## config.mk

```make
export PLATFORM = sky130hd
export DESIGN_NAME = byx_exec
export DESIGN_NICKNAME = d
export VERILOG_FILES = /design/src/rtl/byx_pkg.sv /design/src/rtl/byx_decode.sv /design/src/rtl/byx_alu.sv /design/src/rtl/byx_seq.sv /design/src/rtl/byx_exec.sv
export SDC_FILE = /design/constraint.sdc
export NUM_CORES = 1
export LEC_CHECK = 0
export ABC_AREA = 1
export BUFFER_PORTS_ARGS = -buffer_cell sky130_fd_sc_hd__buf_2
export CAP_MARGIN = 5
export CORE_ASPECT_RATIO = 0.7
export CORE_UTILIZATION = 43
export CTS_CLUSTER_DIAMETER = 30
export DETAILED_ROUTE_END_ITERATION = 16
export PLACE_DENSITY = 0.67
export SYNTH_ARGS = -nofsm -noshare
export SYNTH_HDL_FRONTEND = slang
export SYNTH_SLANG_ARGS = --single-unit
```

## constraint.sdc

```tcl
create_clock -name clk -period 3.8 [get_ports clk]
set_input_delay 0.19 -clock clk [delete_from_list [all_inputs] [get_ports clk]]
set_output_delay 0.19 -clock clk [all_outputs]
set_load 0.01 [all_outputs]
```

## src/rtl/byx_pkg.sv

```systemverilog
package byx_pkg;
    localparam int FILE_W  = 8;
    localparam int BANK_W  = 4;
    localparam int ADDR_W  = FILE_W + BANK_W;
    localparam int INSTR_W = 16;
    localparam int DATA_W  = 8;
    localparam int FLUSH_W = 2;

    localparam logic [5:0] OPC_INV = 6'b000111;
    localparam logic [6:0] OPC_CEQ = 7'b0110001;

    typedef enum logic [1:0] {
        PH_DEC  = 2'd0,
        PH_RD   = 2'd1,
        PH_PROC = 2'd2,
        PH_WR   = 2'd3
    } phase_e;

    typedef enum logic [1:0] {
        OP_NONE = 2'd0,
        OP_INV  = 2'd1,
        OP_CEQ  = 2'd2
    } op_e;

    typedef struct packed {
        op_e               op;
        logic              to_file;
        logic [ADDR_W-1:0] addr;
    } uop_t;

    function automatic logic [ADDR_W-1:0] form_addr(
        input logic              bank_mode,
        input logic [FILE_W-1:0] f,
        input logic [BANK_W-1:0] bank,
        input logic              ext,
        input logic [ADDR_W-1:0] base,
        input logic [FILE_W-1:0] split
    );
        logic [ADDR_W-1:0] r;
        if (bank_mode)
            r = {bank, f};
        else if (f <= split)
            r = ext ? base + ADDR_W'(f) : {{BANK_W{1'b0}}, f};
        else
            r = {{BANK_W{1'b1}}, f};
        return r;
    endfunction
endpackage

```

## src/rtl/byx_decode.sv

```systemverilog
module byx_decode
    import byx_pkg::*;
#(
    parameter logic [FILE_W-1:0] ACCESS_SPLIT = 8'h5F
) (
    input  logic [INSTR_W-1:0] word,
    input  logic               valid,
    input  logic               suppress,
    input  logic [BANK_W-1:0]  bank,
    input  logic               ext,
    input  logic [ADDR_W-1:0]  base,
    output uop_t               uop
);
    logic [FILE_W-1:0] f;
    logic              bank_mode;

    assign f         = word[FILE_W-1:0];
    assign bank_mode = word[8];

    always_comb begin
        uop.op      = OP_NONE;
        uop.to_file = 1'b0;
        uop.addr    = form_addr(bank_mode, f, bank, ext, base, ACCESS_SPLIT);
        if (valid && !suppress) begin
            if (word[15:10] == OPC_INV) begin
                uop.op      = OP_INV;
                uop.to_file = word[9];
            end else if (word[15:9] == OPC_CEQ) begin
                uop.op = OP_CEQ;
            end
        end
    end

    always_comb begin
        assert_inv_needs_valid_R12: assert (!(uop.op != OP_NONE && !valid));
    end
endmodule

```

## src/rtl/byx_alu.sv

```systemverilog
module byx_alu
    import byx_pkg::*;
(
    input  op_e               op,
    input  logic [DATA_W-1:0] operand,
    input  logic [DATA_W-1:0] w,
    output logic [DATA_W-1:0] result,
    output logic              equal
);
    logic [DATA_W:0] diff;

    always_comb begin
        diff   = {1'b0, operand} - {1'b0, w};
        equal  = (op == OP_CEQ) && (diff == '0);
        result = ~operand;
    end
endmodule

```

## src/rtl/byx_seq.sv

```systemverilog
module byx_seq
    import byx_pkg::*;
(
    input  logic   clk,
    input  logic   rst,
    input  logic   hit,
    input  logic   two_word,
    output phase_e phase,
    output logic   flushing
);
    logic [FLUSH_W-1:0] flush_cnt;

    always_ff @(posedge clk) begin
        if (rst) begin
            phase     <= PH_DEC;
            flush_cnt <= '0;
        end else begin
            phase <= phase_e'(phase + 2'd1);
            if (phase == PH_WR) begin
                if (flush_cnt != '0)
                    flush_cnt <= flush_cnt - 1'b1;
                else if (hit)
                    flush_cnt <= two_word ? FLUSH_W'(2) : FLUSH_W'(1);
            end
        end
    end

    assign flushing = (flush_cnt != '0);

    assert_flush_starts_q1_R6: assert property (@(posedge clk) disable iff (rst)
        $rose(flushing) |-> phase == PH_DEC);
    assert_flush_steady_R7: assert property (@(posedge clk) disable iff (rst)
        (phase != PH_DEC) |-> $stable(flushing));
endmodule

```

## src/rtl/byx_exec.sv

```systemverilog
module byx_exec
    import byx_pkg::*;
#(
    parameter logic [FILE_W-1:0] ACCESS_SPLIT = 8'h5F
) (
    input  logic               clk,
    input  logic               rst,
    input  logic [INSTR_W-1:0] instr_word,
    input  logic               instr_valid,
    input  logic               next_two_word,
    input  logic [BANK_W-1:0]  bank_sel,
    input  logic               ext_en,
    input  logic [ADDR_W-1:0]  idx_base,
    output logic               phase_q1,
    output logic [ADDR_W-1:0]  mem_addr,
    input  logic [DATA_W-1:0]  mem_rdata,
    output logic [DATA_W-1:0]  mem_wdata,
    output logic               mem_we,
    output logic [DATA_W-1:0]  w_reg,
    output logic               flag_n,
    output logic               flag_z,
    output logic               skip_flush
);
    phase_e            phase;
    uop_t              uop_d, uop_q;
    logic [DATA_W-1:0] operand_q, result_d, result_q;
    logic              eq_d, eq_q, hit;

    byx_decode #(.ACCESS_SPLIT(ACCESS_SPLIT)) u_dec (
        .word     (instr_word),
        .valid    (instr_valid),
        .suppress (skip_flush),
        .bank     (bank_sel),
        .ext      (ext_en),
        .base     (idx_base),
        .uop      (uop_d)
    );

    byx_alu u_alu (
        .op      (uop_q.op),
        .operand (operand_q),
        .w       (w_reg),
        .result  (result_d),
        .equal   (eq_d)
    );

    assign hit = (phase == PH_WR) && (uop_q.op == OP_CEQ) && eq_q;

    byx_seq u_seq (
        .clk      (clk),
        .rst      (rst),
        .hit      (hit),
        .two_word (next_two_word),
        .phase    (phase),
        .flushing (skip_flush)
    );

    always_ff @(posedge clk) begin
        if (rst) begin
            uop_q     <= '0;
            operand_q <= '0;
            result_q  <= '0;
            eq_q      <= 1'b0;
            w_reg     <= '0;
            flag_n    <= 1'b0;
            flag_z    <= 1'b0;
        end else begin
            case (phase)
                PH_DEC:  uop_q     <= uop_d;
                PH_RD:   operand_q <= mem_rdata;
                PH_PROC: begin
                    result_q <= result_d;
                    eq_q     <= eq_d;
                end
                PH_WR: begin
                    if (uop_q.op == OP_INV) begin
                        if (!uop_q.to_file)
                            w_reg <= result_q;
                        flag_n <= result_q[DATA_W-1];
                        flag_z <= (result_q == '0);
                    end
                end
                default: ;
            endcase
        end
    end

    assign phase_q1  = (phase == PH_DEC);
    assign mem_addr  = uop_q.addr;
    assign mem_wdata = result_q;
    assign mem_we    = (phase == PH_WR) && (uop_q.op == OP_INV) && uop_q.to_file;

    assert_reset_state_R1: assert property (@(posedge clk) disable iff (rst)
        $past(rst) |-> (phase_q1 && !skip_flush && w_reg == '0));
    assert_we_only_q4_R13: assert property (@(posedge clk) disable iff (rst)
        mem_we |=> phase_q1);
    assert_no_write_in_flush_R6: assert property (@(posedge clk) disable iff (rst)
        skip_flush |-> !mem_we);
    assert_inv_to_w_R3: assert property (@(posedge clk) disable iff (rst)
        (phase == PH_WR && uop_q.op == OP_INV && !uop_q.to_file) |=> w_reg == $past(result_q));
    assert_flags_from_result_R4: assert property (@(posedge clk) disable iff (rst)
        (phase == PH_WR && uop_q.op == OP_INV) |=> (flag_n == $past(result_q[DATA_W-1])));
    assert_compare_quiet_R5: assert property (@(posedge clk) disable iff (rst)
        (phase == PH_WR && uop_q.op == OP_CEQ) |=> ($stable(w_reg) && $stable(flag_n) && $stable(flag_z)));
    assert_addr_held_R13: assert property (@(posedge clk) disable iff (rst)
        (phase == PH_PROC || phase == PH_WR) |-> $stable(mem_addr));
endmodule

```

# --- Yosys cells after proc, flatten, opt, wreduce, memory -nomap -nowiden ---
# Index checks and enable logic that the tools add are counted.
classes:
  addsub: 4
  magnitude_cmp: 1
  n_eq_ne: 7
  n_mux: 10
  bitwise: 2
  n_reduce_logical: 15
ops:
  columns: ["operator", "n"]
  rows:
  - ["$mux W12", 3]
  - ["$add A12 B8 Y12", 1]
  - ["$mux W2", 5]
  - ["$logic_not A9 Y1", 1]
  - ["$sub A8 B8 Y9", 1]
  - ["$le A8 B7 Y1 const B", 1]
  - ["$logic_not A8 Y1", 1]
  - ["$not A8 Y8", 1]
  - ["$eq A7 B6 Y1 const B", 1]
  - ["$eq A2 B2 Y1 const B", 3]
  - ["$eq A6 B3 Y1 const B", 1]
  - ["$logic_and A1 B1 Y1", 6]
  - ["$eq A2 B1 Y1 const B", 2]
  - ["$reduce_and A2 Y1", 2]
  - ["$reduce_bool A2 Y1", 2]
  - ["$mux W3", 1]
  - ["$reduce_and A3 Y1", 1]
  - ["$add A2 B1 Y2 const B", 1]
  - ["$logic_not A2 Y1", 1]
  - ["$sub A2 B1 Y2 const B", 1]
  - ["$logic_not A1 Y1", 1]
  - ["$mux W1", 1]
  - ["$not A1 Y1", 1]
totals:
  ff_bits: 46
  input_bits: 45
  out_inout_bits: 33
  word_cells: 50

# --- Longest topological paths before layout ---
# Gate-level depths: netlist of run 1.
logic_depth:
  ltp_word: 5
  mapped_depth: 13
  mapped_depth_nobuf: 13

# --- By module ---
# Synthesis of run 1 repeated with hierarchy kept, for this count alone.
unflattened:
  hier_cells: 481
  area_unflattened_um2: 3056.7
by_module_without_submodules:
  columns: ["module", "instances", "cells_each", "area_per_inst_um2", "seq_area_each_um2"]
  rows:
  - ["byx_exec", 1, 222, 1655.3, 840.8]
  - ["byx_decode", 1, 146, 768.2, 0.0]
  - ["byx_alu", 1, 91, 467.9, 0.0]
  - ["byx_seq", 1, 22, 165.2, 80.1]

# --- Worst setup path before layout of run 1 ---
# Ideal clock, no wire load.
synth_path:
  path_kind: "register to register"
  startpoint: "register w_reg[4]"
  endpoint: "register eq_q"
  t_arrival_ns: 1.422
  t_required_ns: 3.668
  slack_ns: 2.246
  stages_incl_launch_ff: 11
  path_cell_list: "dfxtp_1 -> inv_1 -> ha_1 -> a21oi_1 -> nor2_1 -> nor2_1 -> nand2_1 -> nand2_1 -> nand2_1 -> nand4_1 -> a21oi_1"
synth_between:
  elab_chain_len: 3
synth_rtl:
  columns: ["element", "line", "text"]
  rows:
  - ["start: declaration", "byx_exec.sv:19", "output logic [DATA_W-1:0] w_reg,"]
  - ["start signal: assignment", "byx_exec.sv:78", "w_reg <= result_q;"]
  - ["$sub A8 B8 Y9", "byx_alu.sv:13", "diff = {1'b0, operand} - {1'b0, w};"]
  - ["$logic_not A9 Y1", "byx_alu.sv:14", "equal = (op == OP_CEQ) && (diff == '0);"]
  - ["$logic_and A1 B1 Y1", "byx_alu.sv:14", null]
  - ["end signal: assignment", "byx_exec.sv:73", "eq_q <= eq_d;"]
  - ["end: declaration", "byx_exec.sv:27", "logic eq_d, eq_q, hit;"]
# Every way passes these cells.
# A chain may end at the register's enable or synchronous reset.

# --- Worst setup path after layout of run 1 ---
layout_path:
  startpoint: "register u_seq.phase[0]"
  endpoint: "register uop_q (netlist bit mem_addr[8])"
layout_between:
  elab_chain_len: 1
layout_rtl:
  columns: ["element", "line", "text"]
  rows:
  - ["start: declaration", "byx_seq.sv:8", "output phase_e phase,"]
  - ["start signal: assignment", "byx_seq.sv:18", "phase <= phase_e'(phase + 2'd1);"]
  - ["$logic_not A2 Y1", "byx_exec.sv:68", "case (phase)"]
  - ["end signal: assignment", "byx_exec.sv:69", "PH_DEC: uop_q <= uop_d;"]
  - ["end: declaration", "byx_exec.sv:25", "uop_t uop_d, uop_q;"]
# Every way passes these cells.

==> out/metrics.yaml, run 1 <==
p_comb_share_pct: 25.3
grt_first_pass_wirelength_um: 11900
dp_worst_setup_slack_ns: 1.92
dp_hpwl_um: 5690
avgViaCountPerCell: 4.89
fin_tns_setup_ns: 0
cap_violations: 0
power.density_nw_per_um2: 363
ys_ff_latch: 46
worstReg2RegEnd: "mem_addr[8]$_SDFFE_PP0P_"
hold_class: "input port to flop"
hold_viol: 0
grt_pass1_vias: 2534
hold_buffers: 0
clock_power_share_pct: 30.2
fp.dieW_um: 99.8
syn2layout_area_growth_pct: 16.6
antenna_cells: 0
dieArea_sq_um: 7030
fin_ws_ns: 2.00
synthArstFlopShare_pct: 0
internal_power_mw: 0.832
netlist_area_sq_um: 2880
final_common_cell: "nand2_1"
r2r_start: "u_seq.phase[0]$_SDFF_PP0_"
initial_core_util_pct: 45.5
synth-edff-count: 0
period_share_pct: 47.3
rsz0062_at_grt: "no"
dpl.cell_count: 578
dr.first_iter.drc_count: 171
cts_resized: 0
worstSetupPathType: "flop to flop"
slew_violations: 0
fillCellCount: 641
final_nets: 560
vdd_drop_max_v: 0.000241
post-route-util_pct: 53.0
max_slew_margin_pct: 41.2
synthCells: 431
layout_common_cells: "nand2_1 (89), buf_2 (77), inv_1 (56)"
synth_area_per_cell_sq_um: 6.68
drt-total-wl_um: 7140
yosysWarnings: 0
synth_top_area_share_pct: 32.0
grtUsageMet2_pct: 29.1
drive_above_1_share_pct: 19.4
required_ns: 4.04
fin_crit_ns: 1.80
place_area_sq_um: 3240
ff2ff_setup_slack_ns: 2.00
pwr-share-seq_pct: 44.5
num_rows: 24
crit_path_end_kind: "flop"
whs_endpoint: "operand_q[3]$_SDFFE_PP0N_"
yosys.area.top_type: "dfxtp_1"
status: "completed"
holdPathStages: 3
portBuffers: 77
instances_no_fill: 586
core_sq_um: 6340
gp_congestion: 0.913
hold_start: "mem_rdata[3]"
total_power_mw: 1.22
grt_overflow_total: 0
p_switching_mw: 0.386
num_vias: 2867
cp_data_arrival_time_ns: 2.04
grtUsageTotal_pct: 21.6
ys_top_cells_by_area: "dfxtp_1 (32%), nand2_1 (12%), ha_1 (8.7%), a21oi_1 (7.6%), inv_1 (7.3%)"
drc: 0
ant_nets: 0
wl_per_cell_um: 12.2
io_pins: 78
leakagePower_nw: 1.76
cts_buffers: 5
cts_buffer_depth: 2
postLayoutCellArea_sq_um: 3360
reg2reg_depth: 6
setup_violations: 0
grt_util_met3_pct: 4.70
root_buffer: "clkbuf_8"
antenna_found_initial: 0
netSwitchingFraction_pct: 31.7
skew_ns: 0.00829
ys.flop_type: "dfxtp_1"
largest_register_ff_count: 12
synth_cell_types: 32
gr-usage-met1_pct: 33.9
post_cts_buffers: 0
clk_pin_slew_worst_paths_ns: 0.09
clock_sink_count: 46
cts_tree: "yes"
clk_latency_ns: 0.31
synth_nets: 497
grt_max_degree: 35
ys_seq_area_share_pct: 32.0
timing.fmax_ghz: 0.556
tightestPinTransition_ns: 0.881
grt_busiest_layer: "met1"
dr.pass1.iters: 4
crit_fanout: 17
timing.hold.ws_ns: 0.102
htree_levels: 2
startpoint_type: "flop"
die_h_um: 70.5
routing by layer:
metal	up-vias	part of all wire, %
met5	-	0
met4	0	0.69
met3	6	8.2
met2	80	37
met1	1257	54
li1	1524	-
how the worst max path moves through the flow:
stage	start	end	slack (ns)
6_report	u_seq.phase[0]$_SDFF_PP0_	mem_addr[8]$_SDFFE_PP0P_	2.00
2_1_floorplan	w_reg[4]$_SDFFE_PP0P_	eq_q$_SDFFE_PP0N_	2.25
4_1_cts	u_seq.phase[0]$_SDFF_PP0_	mem_addr[8]$_SDFFE_PP0P_	1.99
3_5_place_dp	instr_word[0]	mem_addr[8]$_SDFFE_PP0P_	1.92
5_1_grt	u_seq.phase[0]$_SDFF_PP0_	mem_addr[8]$_SDFFE_PP0P_	1.75
3_3_place_gp	instr_word[0]	mem_addr[8]$_SDFFE_PP0P_	2.01
power groups by stage:
stage,sequential [mW],clock [mW],combinational [mW]
global placement,0.553,0,0.302
floorplan,0.547,0,0.227
detailed placement,0.552,0,0.306
finish,0.542,0.368,0.308
global route,0.546,0.393,0.357
CTS,0.541,0.375,0.307
cells in the mapped netlist, types with 2 or more instances:
| library cell | instances |
|---|---|
| dfxtp_1 | 46 |
| nor4_1 | 3 |
| xor2_1 | 3 |
| o21ai_1 | 2 |
| nand4_1 | 9 |
| o211ai_1 | 6 |
| inv_2 | 4 |
| buf_4 | 13 |
| a21o_1 | 2 |
| ha_1 | 20 |
| or2_0 | 2 |
| o21a_1 | 2 |
| o21ai_0 | 31 |
| clkbuf_1 | 7 |
| nor2_1 | 51 |
| nand3_1 | 25 |
| a21oi_1 | 44 |
| inv_1 | 56 |
| nand2_1 | 89 |
| nand3b_1 | 2 |
| o21bai_1 | 2 |
| nand3_2 | 2 |
critical path: stages, from the launching register on:
cell and delay, ns:
dfxtp_1 0.35, inv_1 0.09, ha_1 0.53, inv_1 0.39, nor2_1 0.19, nand2_1 0.07
a21oi_1 0.12
kinds of logic (layout without fill, tap and decap cells):
group,Yosys count,in the layout,synth area share (%)
simple gates,188,188,28.0
compound gates,91,91,17.1
buf+inv,82,146,12.6
flops,46,46,32.0
fa+ha+maj,21,21,9.38
xor+xnor,3,3,0.912
area by class of cell:
type	instances	area, sq um	share of cell area (%)
clock buffer	5	68.8	2.05
sequential	46	921	27.4
multi-input combinational	303	1600	47.5
tap	91	114	3.39
clock inverter	3	43.8	1.30
timing repair buffer	77	385	11.5
inverter	61	229	6.82
Note: power is estimated with default switching activity, not from simulation.
==> run 2, diff against run 1 <==
==> constraint.sdc (replaced) <==
create_clock -name clk -period 1.78 [get_ports clk]
set_input_delay 0.089 -clock clk [delete_from_list [all_inputs] [get_ports clk]]
set_output_delay 0.089 -clock clk [all_outputs]
set_load 0.01 [all_outputs]
==> run 2 against run 1 <==
Compared with the run above: hold slack worse by 0.094 ns; final cell count up 1.0%; non-clock buffer count up 7; sequential share of layout area down 0.57 points; via count up 1.4%; wire length up 2.3%; count of clock-buffer cells in the layout unchanged; worst setup slack worse by 1.9 ns; register-to-register slack worse by 1.9 ns; largest power group unchanged.
==> out/metrics.yaml, run 2 (synthesis results as in run 1) <==
ff2ff_setup_slack_ns: 0.13
grt_max_degree: 27
required_ns: 2.01
grt_overflow_total: 0
r2r_start: "w_reg[4]$_SDFFE_PP0P_"
skew_ns: 0.00392
root_buffer: "clkbuf_8"
wl_per_cell_um: 12.3
power.density_nw_per_um2: 715
tightestPinTransition_ns: 0.449
syn2layout_area_growth_pct: 19.0
antenna_found_initial: 0
cts_buffers: 5
worstSetupPathType: "flop to flop"
grtUsageTotal_pct: 21.8
htree_levels: 2
drive_above_1_share_pct: 20.8
largest_register_ff_count: 12
worstReg2RegEnd: "eq_q$_SDFFE_PP0N_"
timing.hold.ws_ns: 0.00865
final_nets: 567
grt_busiest_layer: "met1"
grt_pass1_vias: 2513
fin_crit_ns: 1.65
hold_class: "input port to flop"
drt-total-wl_um: 7300
clk_latency_ns: 0.30
period_share_pct: 92.7
reg2reg_depth: 9
crit_path_end_kind: "flop"
whs_endpoint: "operand_q[4]$_SDFFE_PP0N_"
gr-usage-met1_pct: 33.5
grt_util_met3_pct: 5.91
grtUsageMet2_pct: 29.4
cts_buffer_depth: 2
core_sq_um: 6340
slew_violations: 0
startpoint_type: "flop"
cp_data_arrival_time_ns: 1.88
post_cts_buffers: 0
clock_sink_count: 46
holdPathStages: 3
avgViaCountPerCell: 4.91
fillCellCount: 631
status: "completed"
leakagePower_nw: 1.78
dr.pass1.iters: 5
num_vias: 2907
max_slew_margin_pct: 70.1
gp_congestion: 0.910
fp.dieW_um: 99.8
drc: 0
timing.fmax_ghz: 0.606
setup_violations: 0
antenna_cells: 0
dr.first_iter.drc_count: 159
cts_tree: "yes"
cap_violations: 0
ant_nets: 0
dp_hpwl_um: 5850
initial_core_util_pct: 45.5
hold_viol: 0
die_h_um: 70.5
dieArea_sq_um: 7030
hold_start: "mem_rdata[4]"
post-route-util_pct: 54.1
layout_common_cells: "nand2_1 (89), buf_2 (77), inv_1 (56)"
clk_pin_slew_worst_paths_ns: 0.08
crit_fanout: 6
io_pins: 78
vdd_drop_max_v: 0.000374
seqCellArea_sq_um: 921
multi_input_area_sq_um: 1630
portBuffers: 77
final_common_cell: "nand2_1"
num_rows: 24
grt_first_pass_wirelength_um: 12000
==> run 2: worst max path at each step <==
| stage | startpoint | end | slack (ns) | cells after the start |
|---|---|---|---|---|
| after detailed placement | instr_word[0] | mem_addr[8]$_SDFFE_PP0P_ | 0.02 | 13 |
| after global routing | w_reg[4]$_SDFFE_PP0P_ | eq_q$_SDFFE_PP0N_ | -0.008 | 9 |
| final | w_reg[4]$_SDFFE_PP0P_ | eq_q$_SDFFE_PP0N_ | 0.13 | 9 |
| after global placement | instr_word[0] | mem_addr[8]$_SDFFE_PP0P_ | 0.09 | 13 |
| after floorplan | w_reg[4]$_SDFFE_PP0P_ | eq_q$_SDFFE_PP0N_ | 0.23 | 10 |
| after CTS | w_reg[1]$_SDFFE_PP0P_ | eq_q$_SDFFE_PP0N_ | 0.15 | 9 |
==> run 2: repair_timing <==
item	4_1_cts	5_1_grt
gates resized for setup	0	3
endpoints found under the hold margin	1	0
hold buffers	1	0
endpoints found under the setup margin	0	1
==> run 2: power breakdown <==
| group | switching [mW] | internal (mW) |
|---|---|---|
| sequential | 0.0621 | 1.10 |
| combinational | 0.409 | 0.280 |
| clock | 0.337 | 0.264 |
| total | 0.808 | 1.64 |
==> run 2: cell type report <==
| type | count | area share [%] |
|---|---|---|
| Timing Repair Buffer | 84 | 13.2 |
| Multi-Input combinational cell | 303 | 47.6 |
| Inverter | 61 | 6.68 |
| Sequential cell | 46 | 26.9 |
| Clock inverter | 2 | 0.292 |
| Tap cell | 91 | 3.32 |
| Clock buffer | 5 | 2.01 |
==> run 2: through the flow <==
step / cells / power (mW) / setup TNS, ns / area (sq um) / setup slack, ns
4_1_cts: 592 / 2.46 / 0 / 3390 / 0.155
6_report: 592 / 2.45 / 0 / 3430 / 0.130
2_1_floorplan: 431 / 1.65 / 0 / 2880 / 0.226
5_1_grt: 592 / 2.61 / -0.00767 / 3430 / -0.00767
3_5_place_dp: 584 / 1.85 / 0 / 3300 / 0.0231
3_3_place_gp: 584 / 1.84 / 0 / 3300 / 0.0857
==> run 2: critical path, stage by stage, from the launching register on <==
cell      delay, ns
dfxtp_1        0.33
inv_1          0.06
ha_1           0.36
a21oi_1        0.24
nor2_1         0.07
nor2_1         0.13
nand3b_1       0.10
nand2_1        0.07
nand4_1        0.10
a21oi_1        0.13
==> run 2: per-layer routing <==
layer | vias up | wire (um)
li1 | 1531 | -
met1 | 1283 | 3810
met2 | 87 | 2770
met3 | 6 | 662
met4 | 0 | 61
met5 | - | 0
